### config.mk
export PLATFORM = sky130hd
export DESIGN_NAME = rv_main_ctrl
export DESIGN_NICKNAME = d
export VERILOG_FILES = /design/src/rtl/rv_main_ctrl_pkg.sv /design/src/rtl/rv_opc_classify.sv /design/src/rtl/rv_ctrl_build.sv /design/src/rtl/rv_main_ctrl.sv
export SDC_FILE = /design/constraint.sdc
export NUM_CORES = 1
export LEC_CHECK = 0
export BUFFER_PORTS_ARGS = -buffer_cell sky130_fd_sc_hd__buf_2
export CORE_AREA = 5 5 42 44
export DETAILED_ROUTE_END_ITERATION = 10
export DIE_AREA = 0 0 47 49
export GPL_ROUTABILITY_DRIVEN = 0
export SLEW_MARGIN = 10
export SYNTH_ARGS = -nofsm -noshare
export SYNTH_HDL_FRONTEND = slang
export SYNTH_SLANG_ARGS = --single-unit
### constraint.sdc
create_clock -name vclk -period 2.6
set_input_delay 0.52 -clock vclk [all_inputs]
set_output_delay 0.52 -clock vclk [all_outputs]
set_load 0.005 [all_outputs]
### src/rtl/rv_main_ctrl_pkg.sv
package rv_main_ctrl_pkg;

  localparam int unsigned OPC_W     = 7;
  localparam int unsigned ALUOP_W   = 2;
  localparam int unsigned NUM_CLASS = 7;
  localparam int unsigned CTRL_W    = 8 + ALUOP_W;

  // ALU class codes handed to the secondary ALU-control stage
  localparam logic [ALUOP_W-1:0] ALUOP_ADD   = 2'b00;
  localparam logic [ALUOP_W-1:0] ALUOP_CMP   = 2'b01;
  localparam logic [ALUOP_W-1:0] ALUOP_RFULL = 2'b10;
  localparam logic [ALUOP_W-1:0] ALUOP_RIMM  = 2'b11;

  // instruction class indices
  localparam int unsigned CL_REG    = 0;
  localparam int unsigned CL_IMM    = 1;
  localparam int unsigned CL_LOAD   = 2;
  localparam int unsigned CL_STORE  = 3;
  localparam int unsigned CL_BRANCH = 4;
  localparam int unsigned CL_JAL    = 5;
  localparam int unsigned CL_JALR   = 6;

  localparam logic [OPC_W-1:0] CLASS_OPC [NUM_CLASS] = '{
    7'b0110011,  // register-register
    7'b0010011,  // add-immediate
    7'b0000011,  // load word
    7'b0100011,  // store word
    7'b1100011,  // branch-if-equal
    7'b1101111,  // jump-and-link
    7'b1100111   // register jump-and-link
  };

  // field order is the packed bus order, MSB first
  typedef struct packed {
    logic               alu_src;
    logic               mem_to_reg;
    logic               reg_wr;
    logic               mem_rd;
    logic               mem_wr;
    logic               branch;
    logic               jump;
    logic               jump_reg;
    logic [ALUOP_W-1:0] alu_op;
  } ctrl_t;

  function automatic ctrl_t class_ctrl(input int unsigned cls);
    ctrl_t c;
    c = '0;
    case (cls)
      CL_REG: begin
        c.reg_wr = 1'b1;
        c.alu_op = ALUOP_RFULL;
      end
      CL_IMM: begin
        c.alu_src = 1'b1;
        c.reg_wr  = 1'b1;
        c.alu_op  = ALUOP_RIMM;
      end
      CL_LOAD: begin
        c.alu_src    = 1'b1;
        c.mem_to_reg = 1'b1;
        c.reg_wr     = 1'b1;
        c.mem_rd     = 1'b1;
        c.alu_op     = ALUOP_ADD;
      end
      CL_STORE: begin
        c.alu_src = 1'b1;
        c.mem_wr  = 1'b1;
        c.alu_op  = ALUOP_ADD;
      end
      CL_BRANCH: begin
        c.branch = 1'b1;
        c.alu_op = ALUOP_CMP;
      end
      CL_JAL: begin
        c.jump   = 1'b1;
        c.reg_wr = 1'b1;
        c.alu_op = ALUOP_ADD;
      end
      CL_JALR: begin
        c.jump_reg = 1'b1;
        c.reg_wr   = 1'b1;
        c.alu_src  = 1'b1;
        c.alu_op   = ALUOP_ADD;
      end
      default: c = '0;
    endcase
    return c;
  endfunction

endpackage

### src/rtl/rv_opc_classify.sv
module rv_opc_classify
  import rv_main_ctrl_pkg::*;
(
  input  logic [OPC_W-1:0]     opcode_i,
  output logic [NUM_CLASS-1:0] hit_o,
  output logic                 illegal_o
);

  // one full-width comparator per supported class
  for (genvar g = 0; g < NUM_CLASS; g++) begin : g_cmp
    assign hit_o[g] = (opcode_i == CLASS_OPC[g]);
  end

  assign illegal_o = ~|hit_o;

endmodule

### src/rtl/rv_ctrl_build.sv
module rv_ctrl_build
  import rv_main_ctrl_pkg::*;
(
  input  logic [NUM_CLASS-1:0] hit_i,
  output ctrl_t                ctrl_o
);

  // OR together the pattern of whichever class hit; no hit gives all zero
  always_comb begin
    ctrl_o = '0;
    for (int i = 0; i < NUM_CLASS; i++) begin
      if (hit_i[i]) ctrl_o = ctrl_o | class_ctrl(i);
    end
  end

  // the classifier must never report two classes at once
  always_comb begin
    assert_single_class_R8: assert ($onehot0(hit_i))
      else $error("more than one instruction class matched");
  end

endmodule

### src/rtl/rv_main_ctrl.sv
module rv_main_ctrl
  import rv_main_ctrl_pkg::*;
(
  input  logic [6:0] opcode_i,
  output logic       alu_src_o,
  output logic       mem_to_reg_o,
  output logic       reg_wr_o,
  output logic       mem_rd_o,
  output logic       mem_wr_o,
  output logic       branch_o,
  output logic       jump_o,
  output logic       jump_reg_o,
  output logic [1:0] alu_op_o,
  output logic [9:0] ctrl_bus_o,
  output logic       illegal_o
);

  logic [NUM_CLASS-1:0] hit;
  logic                 illegal;
  ctrl_t                ctrl;

  rv_opc_classify u_classify (
    .opcode_i  (opcode_i),
    .hit_o     (hit),
    .illegal_o (illegal)
  );

  rv_ctrl_build u_build (
    .hit_i  (hit),
    .ctrl_o (ctrl)
  );

  assign ctrl_bus_o   = ctrl;
  assign alu_src_o    = ctrl.alu_src;
  assign mem_to_reg_o = ctrl.mem_to_reg;
  assign reg_wr_o     = ctrl.reg_wr;
  assign mem_rd_o     = ctrl.mem_rd;
  assign mem_wr_o     = ctrl.mem_wr;
  assign branch_o     = ctrl.branch;
  assign jump_o       = ctrl.jump;
  assign jump_reg_o   = ctrl.jump_reg;
  assign alu_op_o     = ctrl.alu_op;
  assign illegal_o    = illegal;

  always_comb begin
    // unknown opcode must leave every control bit low
    assert_illegal_quiet_R8: assert (!illegal || (ctrl == '0))
      else $error("control asserted for illegal opcode");
    // a recognised opcode always asserts some control bit
    assert_legal_active_R8: assert (illegal || (ctrl != '0))
      else $error("legal opcode produced empty control word");
    // PC-redirect sources are mutually exclusive
    assert_one_redirect_R10: assert ($onehot0({ctrl.branch, ctrl.jump, ctrl.jump_reg}))
      else $error("more than one PC redirect asserted");
    // memory strobes are mutually exclusive
    assert_mem_excl_R10: assert (!(ctrl.mem_rd && ctrl.mem_wr))
      else $error("memory read and write both asserted");
    // memory writeback only with a read
    assert_wb_needs_read_R3: assert (!ctrl.mem_to_reg || ctrl.mem_rd)
      else $error("memory writeback selected without a read");
    // stores never write the register file
    assert_store_no_wr_R4: assert (!ctrl.mem_wr || !ctrl.reg_wr)
      else $error("store also writes register file");
  end

endmodule

; Yosys cells after proc, flatten, opt, wreduce, memory -nomap -nowiden
; Index checks and enable logic that the tools add are counted.
[classes]
eq_ne = 7
mux = 25
bitwise = 6
n_reduce_logical = 2
[ops]
columns = cell, count
row1 = 10-bit 2-to-1 mux, 6
row2 = 10-bit bitwise OR, 6
row3 = 7-bit equality test (second input constant), 3
row4 = 6-bit 2-to-1 mux, 3
row5 = 7-bit by 6-bit equality test with 1-bit output (second input constant), 2
row6 = 2-bit 2-to-1 mux, 5
row7 = 4-bit 2-to-1 mux, 2
row8 = 8-bit 2-to-1 mux, 1
row9 = 7-bit by 2-bit equality test with 1-bit output (second input constant), 1
row10 = 7-bit by 5-bit equality test with 1-bit output (second input constant), 1
row11 = 7-bit 2-to-1 mux, 1
row12 = 7-bit OR reduction, 1
row13 = 1-bit 2-to-1 mux, 5
row14 = 5-bit 2-to-1 mux, 1
row15 = 3-bit 2-to-1 mux, 1
row16 = 1-bit zero test, 1
[word_totals]
regBits = 0
in_bits = 7
output_inout_bits = 21
wordCells = 40

; Logic depth before layout (Yosys ltp)
; Gate-level depths: netlist of the first run.
[logic_depth]
depth_word = 14
depth_mapped = 4
depth_no_buf = 3

; By module
; A second synthesis of the first run with hierarchy kept.
[hier_totals]
hier_cells = 38
area_unflattened_um2 = 249.0
[modules_own_cells]
columns = mod, instances, cells_per_inst, area_each_um2, seq_area_each_um2
row1 = rv_opc_classify, 1, 18, 101.3, 0.0
row2 = rv_main_ctrl, 1, 10, 75.1, 0.0
row3 = rv_ctrl_build, 1, 10, 72.6, 0.0

; Least setup slack after synthesis of the first run
; Ideal clock, no wire load.
[synth_path]
kind = input-to-output
from = input port opcode_i[3]
to = output port ctrl_bus_o[6]
arrival_ns = 1.497
path_slack_ns = 0.583
cell_stages = 4
path_buffers = 1
cell_sequence = nand4bb_4 or2_4 nor3_1 buf_4
[synth_via]
elab_chain_len = 12
elab_cells_between_ends = 17
cone_classes = eq/ne: 6 / mux: 6 / bitwise: 5
[synth_rtl]
columns = item, line_no
row1 = start: declaration, rv_main_ctrl.sv:4  ; input logic [6:0] opcode_i,
row2 = 7-bit by 5-bit equality test with 1-bit output, rv_opc_classify.sv:11  ; assign hit_o[g] = (opcode_i == CLASS_OPC[g]);
row3 = 10-bit 2-to-1 mux, rv_ctrl_build.sv:12  ; if (hit_i[i]) ctrl_o = ctrl_o | class_ctrl(i);
row4 = 10-bit bitwise OR, rv_ctrl_build.sv:12
row5 = 10-bit 2-to-1 mux, rv_ctrl_build.sv:12
row6 = 10-bit bitwise OR, rv_ctrl_build.sv:12
row7 = 10-bit 2-to-1 mux, rv_ctrl_build.sv:12
row8 = 10-bit bitwise OR, rv_ctrl_build.sv:12
row9 = 10-bit 2-to-1 mux, rv_ctrl_build.sv:12
row10 = 10-bit bitwise OR, rv_ctrl_build.sv:12
row11 = 10-bit 2-to-1 mux, rv_ctrl_build.sv:12
row12 = 10-bit bitwise OR, rv_ctrl_build.sv:12
row13 = 10-bit 2-to-1 mux (*), rv_ctrl_build.sv:12
row14 = end: declaration, rv_main_ctrl.sv:14  ; output logic [9:0] ctrl_bus_o,
; Every way passes the cells marked *; elsewhere a longest branch is shown, timed or not.

; Worst setup path in the final report of the first run
[layout_path]
from = input port opcode_i[3]
to = output port mem_rd_o
[layout_via]
elab_chain_len = 12
elab_cells_between_ends = 17
cone_classes = eq/ne: 6 / mux: 6 / bitwise: 5
[layout_rtl]
columns = item, line_no
row1 = 7-bit by 5-bit equality test with 1-bit output, rv_opc_classify.sv:11
row2 = 10-bit 2-to-1 mux, rv_ctrl_build.sv:12
row3 = 10-bit bitwise OR, rv_ctrl_build.sv:12
row4 = 10-bit 2-to-1 mux, rv_ctrl_build.sv:12
row5 = 10-bit bitwise OR, rv_ctrl_build.sv:12
row6 = 10-bit 2-to-1 mux, rv_ctrl_build.sv:12
row7 = 10-bit bitwise OR, rv_ctrl_build.sv:12
row8 = 10-bit 2-to-1 mux, rv_ctrl_build.sv:12
row9 = 10-bit bitwise OR, rv_ctrl_build.sv:12
row10 = 10-bit 2-to-1 mux, rv_ctrl_build.sv:12
row11 = 10-bit bitwise OR, rv_ctrl_build.sv:12
row12 = 10-bit 2-to-1 mux (*), rv_ctrl_build.sv:12
row13 = end: declaration, rv_main_ctrl.sv:8  ; output logic mem_rd_o,
; Marks and branches as above.

==> impl_metrics.json, run 1 <==
{
  "outcome": "complete, no violations",
  "setup_viol": 0,
  "min_period_ns": 2.10,
  "numPortBuffers": 28,
  "ant_nets": 0,
  "n_sequential_cell": 0,
  "cts_resized": 0,
  "tns_ns": 0,
  "period_share_pct": 81.0,
  "netlist_area_sq_um": 221,
  "ios": 28,
  "cp-end-kind": "primary output",
  "final_util_pct": 21.3,
  "post_cts_buffers": 0,
  "layoutNonFillerInstCount": 66,
  "die_h_microns": 49,
  "final_area_sq_um": 299,
  "grt_pass1_vias": 238,
  "irDropWorstVdd_uv": 27.0,
  "place_ws_ns": 0.478,
  "powerDensity_mw_per_mm2": 74.5,
  "drc": 0,
  "grt_max_degree": 7,
  "grt_overflow": 0,
  "hold_viol_final": 0,
  "avgSynthCellArea_sq_um": 6.71,
  "syn-num-nets": 40,
  "p_leak_nw": 0.186,
  "initial_core_util_pct": 15.8,
  "fillers": 172,
  "wire_per_inst_microns": 9.56,
  "arrival_ns": 1.58,
  "viasPerCell": 3.68,
  "required_ns": 2.08,
  "cp-start-kind": "input pin",
  "core_sq_mm": 0.00140,
  "yosysSeqAreaShare_pct": 0,
  "seq_area_sq_um": 0,
  "hold_end": "jump_reg_o",
  "min_from": "opcode_i[3]",
  "drt_iter0_drc": 3,
  "drive_gt1_share_pct": 60.0,
  "setup_slack_ns": 0.495,
  "rows": 14,
  "syn2layout_area_growth_pct": 35.0,
  "relSlewSlack_pct": 79.3,
  "fmax_ghz": 0.475,
  "dr.pass1.iters": 2,
  "yosysWarnings": 0,
  "dieArea_sq_mm": 0.00230,
  "dp_hpwl_microns": 586,
  "vias": 243,
  "tightest_slew_ns": 0.308,
  "dp.cells": 66,
  "worstPathMaxFanout": 5,
  "layout.nets": 59,
  "grt_pass1_wl_microns": 1040,
  "die_x_microns": 47,
  "cts_hold_buf": 0,
  "worstHoldPathCells": 3,
  "multi_input_comb_area_sq_um": 135,
  "diodes": 0,
  "rsz0062_at_grt": "false",
  "hold_path_class": "input pin to primary output",
  "final_common_cell": "buf_2",
  "routed_wl_microns": 631,
  "placed_cell_area_sq_um": 299,
  "track_usage_pct": 5.55,
  "path_class": "input pin to primary output",
  "ys_types": 16,
  "antenna_found_initial": 0,
  "slew_viol_final": 0,
  "clkbuf_count": 0,
  "synth_cells": 33,
  "layout.cells.most_common_list": "buf_2 (28), nor2_1 (6), and2_1 (2), a21oi_1 (2)",
  "maxCapViolCount": 0
}
[layout make-up]
cell class	instances	area share [%]
repair buffers	28	46.9
multi-input cells	21	45.2
inverters	1	1.26
well taps	16	6.69
[cells by family (layout without fill, tap and decap cells)]
kind of cell / after synthesis / in the layout / share of synthesized area, %
compound gates: 4 / 4 / 9.60
buf+inv: 12 / 29 / 39.0
simple gates: 17 / 17 / 51.4
[where the power goes]
part           switching [mW]  internal [mW]  total [mW]
Combinational          0.0110         0.0113      0.0223
Sequential                  0              0           0
Clock                       0              0           0
Total                  0.0110         0.0113      0.0223
[per-stage QoR]
| step | hold slack (ns) | total power, mW |
|---|---|---|
| 2_1_floorplan | 1.08 | 0.0112 |
| 3_3_place_gp | 1.32 | 0.0221 |
| 3_5_place_dp | 1.32 | 0.0225 |
| 4_1_cts | 1.32 | 0.0226 |
| 5_1_grt | 1.36 | 0.0251 |
| 6_report | 1.31 | 0.0223 |
[worst max path at each step]
stage | depth (start not counted) | start | slack (ns) | end
CTS | 5 | opcode_i[3] | 0.47 | mem_rd_o
floorplan | 4 | opcode_i[3] | 0.58 | ctrl_bus_o[6]
global placement | 5 | opcode_i[3] | 0.51 | ctrl_bus_o[8]
detailed placement | 5 | opcode_i[3] | 0.48 | mem_rd_o
finish | 5 | opcode_i[3] | 0.50 | mem_rd_o
global route | 5 | opcode_i[3] | 0.38 | mem_rd_o
[Yosys cell counts (all sizes together), types with 2 or more instances]
| cell | number | area (sq um) |
|---|---|---|
| buf | 11 | 82.6 |
| nor2 | 6 | 22.5 |
| a21oi | 2 | 10.0 |
| and2 | 2 | 12.5 |
| or2 | 2 | 15.0 |
[routing by layer]
layer / part of all wire [%] / GRT usage, % / vias up
met1: 40 / 7.19 / 94
li1: - / - / 132
met3: 16 / 0.738 / 0
met4: 0 / 0 / 0
met5: 0 / 0 / -
met2: 44 / 9.95 / 17
[worst max-delay path: stages]
cell       delay, ns
buf_2           0.12
nand4bb_4       0.24
or2_4           0.27
nor3_1          0.26
buf_2           0.18
No activity file was read; power rests on OpenSTA's default activity.
==> run 2, diff against run 1 <==
clock period = 1.7 ns   (was 2.6 ns; I/O delays follow)
==> run 2 against run 1 <==
Critical path depth rose by 1. Setup slack got worse by 0.42 ns. Combinational power rose by 74%. Wire length rose by 3.8%. First-iteration DRC count rose by 100%. Via count rose by 12%. Largest power group unchanged.
==> impl_metrics.json, run 2 (synthesis results as in run 1) <==
{
  "path_delay_family": "simple AND/OR/NAND/NOR gates",
  "place_ws_ns": 0.00181,
  "dieArea_sq_mm": 0.00230,
  "startpoint": "opcode_i[3]",
  "path_common_cell": "buf_2",
  "path_cells": "buf_2 > nand4bb_4 > or2_4 > buf_4 > nor2_1 > buf_2",
  "relSlewSlack_pct": 86.3,
  "vias": 273,
  "die_x_microns": 47,
  "die_h_microns": 49,
  "track_usage_pct": 5.76,
  "irDropWorstVdd_uv": 54.6,
  "initial_core_util_pct": 15.8,
  "seq_area_sq_um": 0,
  "grt_pass1_wl_microns": 1100,
  "rows": 14,
  "arrival_ns": 1.28,
  "antenna_found_initial": 0,
  "post_cts_buffers": 0,
  "ios": 28,
  "required_ns": 1.36,
  "layout.nets": 63,
  "crit_path_top_delay_cell": "or2_4",
  "slew_viol_final": 0,
  "viasPerCell": 3.90,
  "grt_pass1_vias": 268,
  "drt_iter0_drc": 6,
  "core_sq_mm": 0.00140,
  "fmax_ghz": 0.617,
  "worstPathMaxFanout": 4,
  "p_total_mw": 0.0389,
  "grt_max_degree": 7,
  "routed_wl_microns": 655,
  "min_period_ns": 1.62,
  "drc": 0,
  "dr.pass1.iters": 4,
  "setup_viol": 0,
  "setup_slack_ns": 0.0787,
  "drive_gt1_share_pct": 64.8,
  "clkbuf_count": 0,
  "rsz0062_at_grt": "true",
  "diodes": 0,
  "syn2layout_area_growth_pct": 50.8,
  "final_common_cell": "buf_2",
  "path_class": "input pin to primary output",
  "wire_per_inst_microns": 9.36,
  "dp_hpwl_microns": 613,
  "period_share_pct": 95.4,
  "maxCapViolCount": 0,
  "powerDensity_mw_per_mm2": 116,
  "outcome": "complete, no violations",
  "cpPeakStageDelay_ns": 0.26,
  "p_leak_nw": 0.204,
  "layoutNonFillerInstCount": 70,
  "layout.cells.most_common_list": "buf_2 (28), nor2_1 (6), buf_4 (4), and2_1 (2), a21oi_1 (2)",
  "dp.cells": 70,
  "grt_overflow": 0,
  "hold_path_class": "input pin to primary output",
  "hold_viol_final": 0,
  "ant_nets": 0,
  "cp-start-kind": "input pin",
  "cp-end-kind": "primary output",
  "cts_hold_buf": 0,
  "critPathBufInv": 3,
  "numPortBuffers": 28,
  "min_from": "opcode_i[4]",
  "final_util_pct": 23.8,
  "n_sequential_cell": 0,
  "tightest_slew_ns": 0.205
}
## run 2: cell types whose count changed in the layout (fill, tap and decap cells not counted)
cell / before / now
nor3_2: 0 / 1
buf_4: 0 / 4
nor3_1: 1 / 0
## run 2: worst min-delay path, stage by stage
cell	delay, ns
buf_2	0.13
nor3_2	0.07
buf_2	0.12
## run 2: per-layer routing
layer / part of all wire (%) / vias up / global-route usage, %
li1: - / 143 / -
met3: 15 / 0 / 0.738
met5: 0 / - / 0
met4: 0 / 0 / 0
met1: 39 / 113 / 6.97
met2: 45 / 17 / 10.9
## run 2: cell type report
cell class	instances	area, sq um
Multi-Input combinational cell	21	140
Inverter	1	3.75
Fill cell	175	1070
Timing Repair Buffer	32	170
Tap cell	16	20.0
## run 2: report_power, final
part	internal, mW	switching [mW]	total [mW]
clock	0	0	0
combinational	0.0209	0.0180	0.0389
sequential	0	0	0
## run 2: worst paths after layout
check	to	slack, ns	cells after the start
setup / recovery	alu_op_o[1]	0.08	6
hold / removal	mem_to_reg_o	0.99	3
## run 2: per-stage QoR
stage / setup TNS, ns / hold slack [ns] / area, sq um
4_1_cts: 0 / 0.997 / 334
5_1_grt: -0.0371 / 1.02 / 334
2_1_floorplan: 0 / 0.719 / 221
6_report: 0 / 0.990 / 334
3_5_place_dp: 0 / 1.01 / 329
3_3_place_gp: 0 / 0.998 / 329
## run 2: what timing repair did
item	in CTS	in global routing
endpoints found under the hold margin	0	0
pin swaps	0	0
gates resized for setup	1	0
endpoints found under the setup margin	4	4
